<file path="config.mk">
export PLATFORM = sky130hd
export DESIGN_NAME = evt_hub
export DESIGN_NICKNAME = d
export VERILOG_FILES = /design/src/rtl/evt_hub_pkg.sv /design/src/rtl/evt_bcast.sv /design/src/rtl/evt_pulse_gen.sv /design/src/rtl/evt_core_slot.sv /design/src/rtl/evt_hub.sv
export SDC_FILE = /design/constraint.sdc
export NUM_CORES = 1
export LEC_CHECK = 0
export BUFFER_PORTS_ARGS = -buffer_cell sky130_fd_sc_hd__buf_2
export CORE_AREA = 2 2 39 41
export CTS_CLUSTER_DIAMETER = 50
export DETAILED_ROUTE_END_ITERATION = 6
export DIE_AREA = 0 0 41 43
export PLACE_DENSITY = 0.67
export SETUP_SLACK_MARGIN = 0.5
export SYNTH_ARGS = -nofsm -noshare
export SYNTH_HDL_FRONTEND = slang
export SYNTH_SLANG_ARGS = --single-unit
</file>
<file path="constraint.sdc">
create_clock -name clk -period 2.3 [get_ports clk]
set_input_delay 0.345 -clock clk [delete_from_list [all_inputs] [get_ports clk]]
set_output_delay 0.345 -clock clk [all_outputs]
set_load 0.01 [all_outputs]
</file>
<file path="src/rtl/evt_hub_pkg.sv">
package evt_hub_pkg;

  typedef enum logic {
    SLOT_RUN  = 1'b0,
    SLOT_WAIT = 1'b1
  } slot_state_e;

  // Next value of a one-bit flag: a set always wins over a clear.
  function automatic logic flag_next(input logic cur, input logic set, input logic clr);
    return set | (cur & ~clr);
  endfunction

endpackage

</file>
<file path="src/rtl/evt_bcast.sv">
module evt_bcast #(
  parameter int NUM_CORES = 4
) (
  input  logic [NUM_CORES-1:0] sev_i,
  input  logic                 ext_evt_i,
  output logic                 sev_any_o,
  output logic                 bcast_o
);

  always_comb begin
    sev_any_o = |sev_i;
    bcast_o   = sev_any_o | ext_evt_i;
  end

endmodule

</file>
<file path="src/rtl/evt_pulse_gen.sv">
module evt_pulse_gen #(
  parameter int PULSE_LEN = 3
) (
  input  logic clk,
  input  logic rst_n,
  input  logic start_i,
  output logic active_o
);

  localparam int CNT_W = $clog2(PULSE_LEN + 1);
  localparam logic [CNT_W-1:0] LOAD_VAL = CNT_W'(PULSE_LEN);

  // A start reloads the full length; otherwise count down to zero.
  function automatic logic [CNT_W-1:0] count_next(input logic [CNT_W-1:0] cur, input logic start);
    if (start)
      return LOAD_VAL;
    else if (cur != '0)
      return cur - 1'b1;
    else
      return '0;
  endfunction

  logic [CNT_W-1:0] cnt_q;

  always_ff @(posedge clk or negedge rst_n) begin
    if (!rst_n) cnt_q <= '0;
    else        cnt_q <= count_next(cnt_q, start_i);
  end

  assign active_o = (cnt_q != '0);

  AST_PULSE_START: assert property (@(posedge clk) disable iff (!rst_n)
    start_i |=> active_o) else $error("pulse not started");
  AST_PULSE_STOP: assert property (@(posedge clk) disable iff (!rst_n)
    (!start_i && cnt_q == CNT_W'(1)) |=> !active_o) else $error("pulse overran");
  AST_PULSE_RESTART: assert property (@(posedge clk) disable iff (!rst_n)
    (start_i && active_o) |=> (cnt_q == LOAD_VAL)) else $error("pulse not restarted");
  AST_PULSE_BOUND: assert property (@(posedge clk) disable iff (!rst_n)
    cnt_q <= LOAD_VAL) else $error("pulse counter out of range");

endmodule

</file>
<file path="src/rtl/evt_core_slot.sv">
module evt_core_slot
  import evt_hub_pkg::*;
(
  input  logic clk,
  input  logic rst_n,
  input  logic bcast_i,
  input  logic clr_i,
  input  logic wfe_i,
  output logic pend_o,
  output logic sleep_o,
  output logic wake_o
);

  slot_state_e state_q, state_d;
  logic        pend_q, pend_d;
  logic        wfe_hit;    // wait-for-event finds the flag set
  logic        wfe_enter;  // wait-for-event finds the flag clear
  logic        wake_now;   // sleeping with flag set
  logic        consume;

  always_comb begin
    wfe_hit   = wfe_i & pend_q & (state_q == SLOT_RUN);
    wfe_enter = wfe_i & ~pend_q & (state_q == SLOT_RUN);
    wake_now  = (state_q == SLOT_WAIT) & pend_q;
    consume   = clr_i | wfe_hit | wake_now;
    pend_d    = flag_next(pend_q, bcast_i, consume);
    state_d   = state_q;
    if (wfe_enter)     state_d = SLOT_WAIT;
    else if (wake_now) state_d = SLOT_RUN;
  end

  always_ff @(posedge clk or negedge rst_n) begin
    if (!rst_n) begin
      pend_q  <= 1'b0;
      state_q <= SLOT_RUN;
    end else begin
      pend_q  <= pend_d;
      state_q <= state_d;
    end
  end

  assign pend_o  = pend_q;
  assign sleep_o = (state_q == SLOT_WAIT);
  assign wake_o  = wake_now;

  AST_SET_ON_BCAST: assert property (@(posedge clk) disable iff (!rst_n)
    bcast_i |=> pend_o) else $error("broadcast lost");
  AST_WAKE_LEAVES: assert property (@(posedge clk) disable iff (!rst_n)
    (sleep_o && pend_o) |=> !sleep_o) else $error("core stayed asleep");
  AST_WFE_SET_NO_SLEEP: assert property (@(posedge clk) disable iff (!rst_n)
    (wfe_i && pend_o && !sleep_o) |=> !sleep_o) else $error("slept with flag set");
  AST_WFE_CLEAR_SLEEPS: assert property (@(posedge clk) disable iff (!rst_n)
    (wfe_i && !pend_o && !sleep_o) |=> sleep_o) else $error("did not sleep");
  AST_CONSUME_CLEARS: assert property (@(posedge clk) disable iff (!rst_n)
    (clr_i && !bcast_i) |=> !pend_o) else $error("consume ignored");

endmodule

</file>
<file path="src/rtl/evt_hub.sv">
module evt_hub #(
  parameter int NUM_CORES = 4,
  parameter int PULSE_LEN = 3
) (
  input  logic                 clk,
  input  logic                 rst_n,
  input  logic [NUM_CORES-1:0] sev_i,
  input  logic                 ext_evt_i,
  input  logic [NUM_CORES-1:0] clr_i,
  input  logic [NUM_CORES-1:0] wfe_i,
  output logic [NUM_CORES-1:0] evt_pend_o,
  output logic [NUM_CORES-1:0] sleep_o,
  output logic [NUM_CORES-1:0] wake_o,
  output logic                 ext_evt_o
);

  logic sev_any;
  logic bcast;

  evt_bcast #(.NUM_CORES(NUM_CORES)) u_bcast (
    .sev_i     (sev_i),
    .ext_evt_i (ext_evt_i),
    .sev_any_o (sev_any),
    .bcast_o   (bcast)
  );

  evt_pulse_gen #(.PULSE_LEN(PULSE_LEN)) u_pulse (
    .clk      (clk),
    .rst_n    (rst_n),
    .start_i  (sev_any),
    .active_o (ext_evt_o)
  );

  for (genvar c = 0; c < NUM_CORES; c++) begin : g_slot
    evt_core_slot u_slot (
      .clk     (clk),
      .rst_n   (rst_n),
      .bcast_i (bcast),
      .clr_i   (clr_i[c]),
      .wfe_i   (wfe_i[c]),
      .pend_o  (evt_pend_o[c]),
      .sleep_o (sleep_o[c]),
      .wake_o  (wake_o[c])
    );
  end

  AST_EXT_NO_ECHO: assert property (@(posedge clk) disable iff (!rst_n)
    (ext_evt_i && !sev_any && !ext_evt_o) |=> !ext_evt_o) else $error("external input echoed");
  AST_ALL_SET: assert property (@(posedge clk) disable iff (!rst_n)
    ext_evt_i |=> (&evt_pend_o)) else $error("external event not broadcast");

endmodule

</file>
Yosys cells after proc, flatten, opt, wreduce, memory -nomap -nowiden:

Cells that the tools add are included.

* reduce and logical (&&, ||, !) cells: 6
* bitwise operators: 49
* muxes and demuxes: 10
* $add $sub $neg: 1

Operator list (number)
* $and A1 B1 Y1: 24
* $or A1 B1 Y1: 13
* $not A1 Y1: 12
* $reduce_bool A2 Y1: 5
* $mux W1: 8
* $mux W2: 2
* $reduce_or A4 Y1: 1
* $sub A2 B1 Y2 const B: 1

* register bits after elaboration: 10
* output and inout port bits: 13
* word-level logic and storage cells: 75
* input bits: 15

Logic depth before layout (Yosys ltp):

* depth in word-level cells: 7
* mapped depth: 2
* gate-level depth less buffers: 2

Cells and area by module:

From an unflattened synthesis, not the netlist that was laid out.

* cells, all modules: 36
* area, all modules: 404.1 um^2

Modules (own cells, without submodules)
* evt_core_slot: cells each 7, seq. area each 50.0 um^2, instances 4, area an instance 77.6 um^2
* evt_pulse_gen: cells each 6, seq. area each 50.0 um^2, instances 1, area an instance 76.3 um^2
* evt_bcast: cells each 2, seq. area each 0.0 um^2, instances 1, area an instance 17.5 um^2

Least setup slack after synthesis:

OpenSTA, ideal clock, no wires.

* kind: register -> output
* from: reg g_slot[0].u_slot.pend_q
* to: out wake_o[0]
* arrival: 683 ps
* path buffers: 1
* required time: 1955 ps
* setup slack: 1272 ps
* cell stages (with the launch flop): 3
* cells stage by stage: dfrtp_1 > and2_2 > buf_4

* cells in the longest elaborated chain, start to end: 1

Ends and longest elaborated chain
* from (decl): line evt_core_slot.sv:15 `logic pend_q, pend_d;`
* from (signal assigned): line evt_core_slot.sv:37 `pend_q <= pend_d;`
* $and A1 B1 Y1: line evt_core_slot.sv:24 `wake_now = (state_q == SLOT_WAIT) & pend_q;`
* to (decl): line evt_hub.sv:13 `output logic [NUM_CORES-1:0] wake_o,`

No other way between the ends.

Final worst setup path:

* from: reg u_pulse.cnt_q[1]
* to: out ext_evt_o

* cells in the longest elaborated chain, start to end: 1

Ends and longest elaborated chain
* from (decl): line evt_pulse_gen.sv:23 `logic [CNT_W-1:0] cnt_q;`
* from (signal assigned): line evt_pulse_gen.sv:27 `else cnt_q <= count_next(cnt_q, start_i);`
* $reduce_bool A2 Y1: line evt_pulse_gen.sv:30 `assign active_o = (cnt_q != '0);`
* to (decl): line evt_hub.sv:14 `output logic ext_evt_o`

No other way between the ends.

==> out/results.tsv <==
stage	metric	value	unit
clocking	clock_sink_count	10	
hold_path	worstHoldEndpoint	g_slot[0].u_slot.pend_o$_DFF_PN0_	
floorplan	coreArea	0.00138	mm²
cells_and_area	final_cell_mix	27 x buf_2, 10 x dfrtp_1, 8 x nor2_1	
sta	slew_violations	0	
cells_and_area	instances_no_fill	84	
worst_setup_path	worstPathCellList	or2_2 > buf_2	
synth	synth_area_leaders	dfrtp_1 49%, buf_4 18%, or4b_1 7.8%, and2_2 5.8%, nand3b_1 5.8%	
clocking	clk_path_buf_depth	2	
cells_and_area	fin_util	45.2	%
synth	synth_cell_types	11	
sta	timing.final.crit_period	1.44	ns
power_and_ir_drop	p_int	0.290	mW
global_route	grt-ovfl-total	0	
sta	fmax	695	MHz
synth	ys_seq_area_share	48.7	%
floorplan	num_rows	14	
worst_setup_path	cp_data_required_time	1.96	ns
global_route	grt_pass1_wl	1290	µm
worst_setup_path	criticalPathCategory	flip-flop to output port	
detailed_routing	vias_per_cell	4.45	
outcome	outcome	finished, final reports clean	
power_and_ir_drop	p_leak	0.320	nW
sta	fin_tns_setup	0	ns
sta	period_share	62.6	%
sta	slew_headroom	74.9	%
power_and_ir_drop	swShare	20.7	%
worst_setup_path	r2r_start	g_slot[3].u_slot.sleep_o$_DFFE_PN0P_	
detailed_routing	totalWireLength	830	µm
synth	synth_top_area_share	48.7	%
floorplan	dieArea	0.00176	mm²
global_route	grt_antenna_before_repair	0	
clocking	clkTransAtPathRegs	0.07	ns
detailed_routing	firstDrtPassIters	4	
global_route	use_met2	15.3	%
hold_path	hold_depth	2	
clocking	worstSkewPairLatency	0.26	ns
power_and_ir_drop	pwr-share-comb	8.5	%
worst_setup_path	endpoint_kind	output port	
worst_setup_path	worstPathArrival	1.09	ns
global_route	top_usage_layer	met2	
clocking	root_buffer	clkbuf_4	
clocking	cts_inserted_buffers	3	
synth	yosys_warnings	0	
cells_and_area	fill_cells	147	
worst_setup_path	reg2reg_to	g_slot[3].u_slot.pend_o$_DFF_PN0_	
sta	hold_viol	0	
synth	netlist_area	514	µm²
power_and_ir_drop	pwr-share-seq	49.0	%
detailed_routing	drt_iter0_drc	3	
placement	dp_cells	79	
floorplan	die_h	43	µm
sta	skew	0.000129	ns
cells_and_area	n_antenna_cell	0	
synth	syn-num-nets	63	
worst_setup_path	crit_start	u_pulse.cnt_q[1]$_DFF_PN0_	
power_and_ir_drop	total_power	0.366	mW
hold_path	hold_path_startpoint	ext_evt_i	
synth	synth-seq-cells	10	
synth	synth.avg_cell_area	10.7	µm²
cells_and_area	area_delta_synth_final	21.7	%
cells_and_area	layout-drive-gt1-share	54.4	%
worst_setup_path	critPathMaxStageDelay	0.40	ns
cells_and_area	fin_nets	84	
worst_setup_path	rrSetupSlack	1.21	ns
worst_setup_path	worst-path-max-fanout	3	
synth	yosys.area.top_type	dfrtp_1	
detailed_routing	dr_total_vias	374	
global_route	met1_usage	13.8	%
worst_setup_path	cpMaxStageDelayCell	dfrtp_1	
global_route	grt_usage	11.3	%
global_route	grt_max_degree	11	
floorplan	io_pins	28	
global_route	grt_pass1_vias	319	
power_and_ir_drop	p_per_area	585	mW/mm²
placement	io_buffers	27	
sta	tightestPinTransition	0.373	ns
cells_and_area	final_common_cell	buf_2	
placement	place.gp.congestion	0.657	
run	maxCapViolCount	0	
worst_setup_path	critPathLaunchType	flip-flop	
power_and_ir_drop	peakVddDrop	0.000308	V
detailed_routing	ant_nets	0	
sta	rsz0062_at_grt	false	
clocking	htreeDepth	1	
synth	synthCells	48	
floorplan	start_util	37.2	%
power_and_ir_drop	clkPwrFrac	42.5	%
global_route	use_met3	3.14	%
detailed_routing	drc	0	
power_and_ir_drop	p_sw	0.0756	mW
sta	setup_viol	0	
hold_path	hp-class	input port to flip-flop	
worst_setup_path	rr_worst_depth	2	
floorplan	die_x	41	µm
detailed_routing	routedWlPerCell	9.88	µm
clocking	cts_tree	built	
clocking	ctsResizeCount	0	
==> metal layers <==
metal | wire [µm] | up-vias
li1 | - | 188
met1 | 355 | 173
met2 | 414 | 13
met3 | 59 | 0
met4 | 0 | 0
met5 | 0 | -
==> sequential cells by signal (all words and copies together), names as in the netlist <==
register	flops
g_slot.u_slot.pend_o	4
g_slot.u_slot.sleep_o	4
u_pulse.cnt_q	2
==> area by class of cell <==
cell class | instances | area [µm²] | area share [%]
clock buffer | 4 | 36.3 | 5.80
timing repair buffer | 28 | 145 | 23.2
sequential | 10 | 250 | 40.0
multi-input combinational | 25 | 170 | 27.2
inverter | 1 | 3.75 | 0.600
tap | 16 | 20.0 | 3.20
==> Yosys cell counts <==
library cell and n:
and2_2 4, inv_1 1, dfrtp_1 10, nand3b_1 4, nor2_1 8, o21ai_0 1, nor4_4 1, or2_2 1
or4b_1 4, nand2_1 2, buf_4 12
==> logic make-up after synthesis <==
logic type,after synthesis,synth area share (%)
flops,10,48.7
compound gates,1,0.972
buf+inv,13,18.2
simple gates,24,32.1
==> repair_timing <==
| item | 4_1_cts | 5_1_grt |
|---|---|---|
| hold buffers | 1 | 0 |
| buffers inserted | 0 | 0 |
| endpoints found under the hold margin | 10 | 0 |
==> how the worst max path moves through the flow <==
| stage | endpoint | slack, ns | cells after the start |
|---|---|---|---|
| final | ext_evt_o | 0.86 | 2 |
| after floorplan | wake_o[0] | 1.27 | 2 |
| after global placement | u_pulse.cnt_q[0]$_DFF_PN0_ | 1.12 | 3 |
| after CTS | ext_evt_o | 0.86 | 2 |
| after global routing | ext_evt_o | 0.81 | 2 |
| after detailed placement | u_pulse.cnt_q[0]$_DFF_PN0_ | 1.10 | 3 |
==> stage by stage <==
step           setup slack (ns)  instance area [µm²]  hold slack [ns]
2_1_floorplan              1.27                  514           0.0494
4_1_cts                   0.857                  626            0.302
6_report                  0.861                  626            0.309
5_1_grt                   0.807                  626            0.312
3_5_place_dp               1.10                  579            0.214
3_3_place_gp               1.12                  579            0.214
==> worst max-delay path, delay by kind of cell (launching register included) <==
| kind | cells | cell delay, ns |
|---|---|---|
| flip-flops | 1 | 0.40 |
| buffers and inverters | 1 | 0.14 |
| AND/OR/NAND/NOR | 1 | 0.30 |
==> power groups by stage <==
stage	registers [mW]	logic [mW]	clock network, mW
after floorplan	0.183	0.0126	0
after global placement	0.183	0.0300	0
after detailed placement	0.183	0.0303	0
after CTS	0.179	0.0317	0.161
after global routing	0.180	0.0348	0.172
final	0.179	0.0309	0.156
Power figures use the tool's default switching activity.
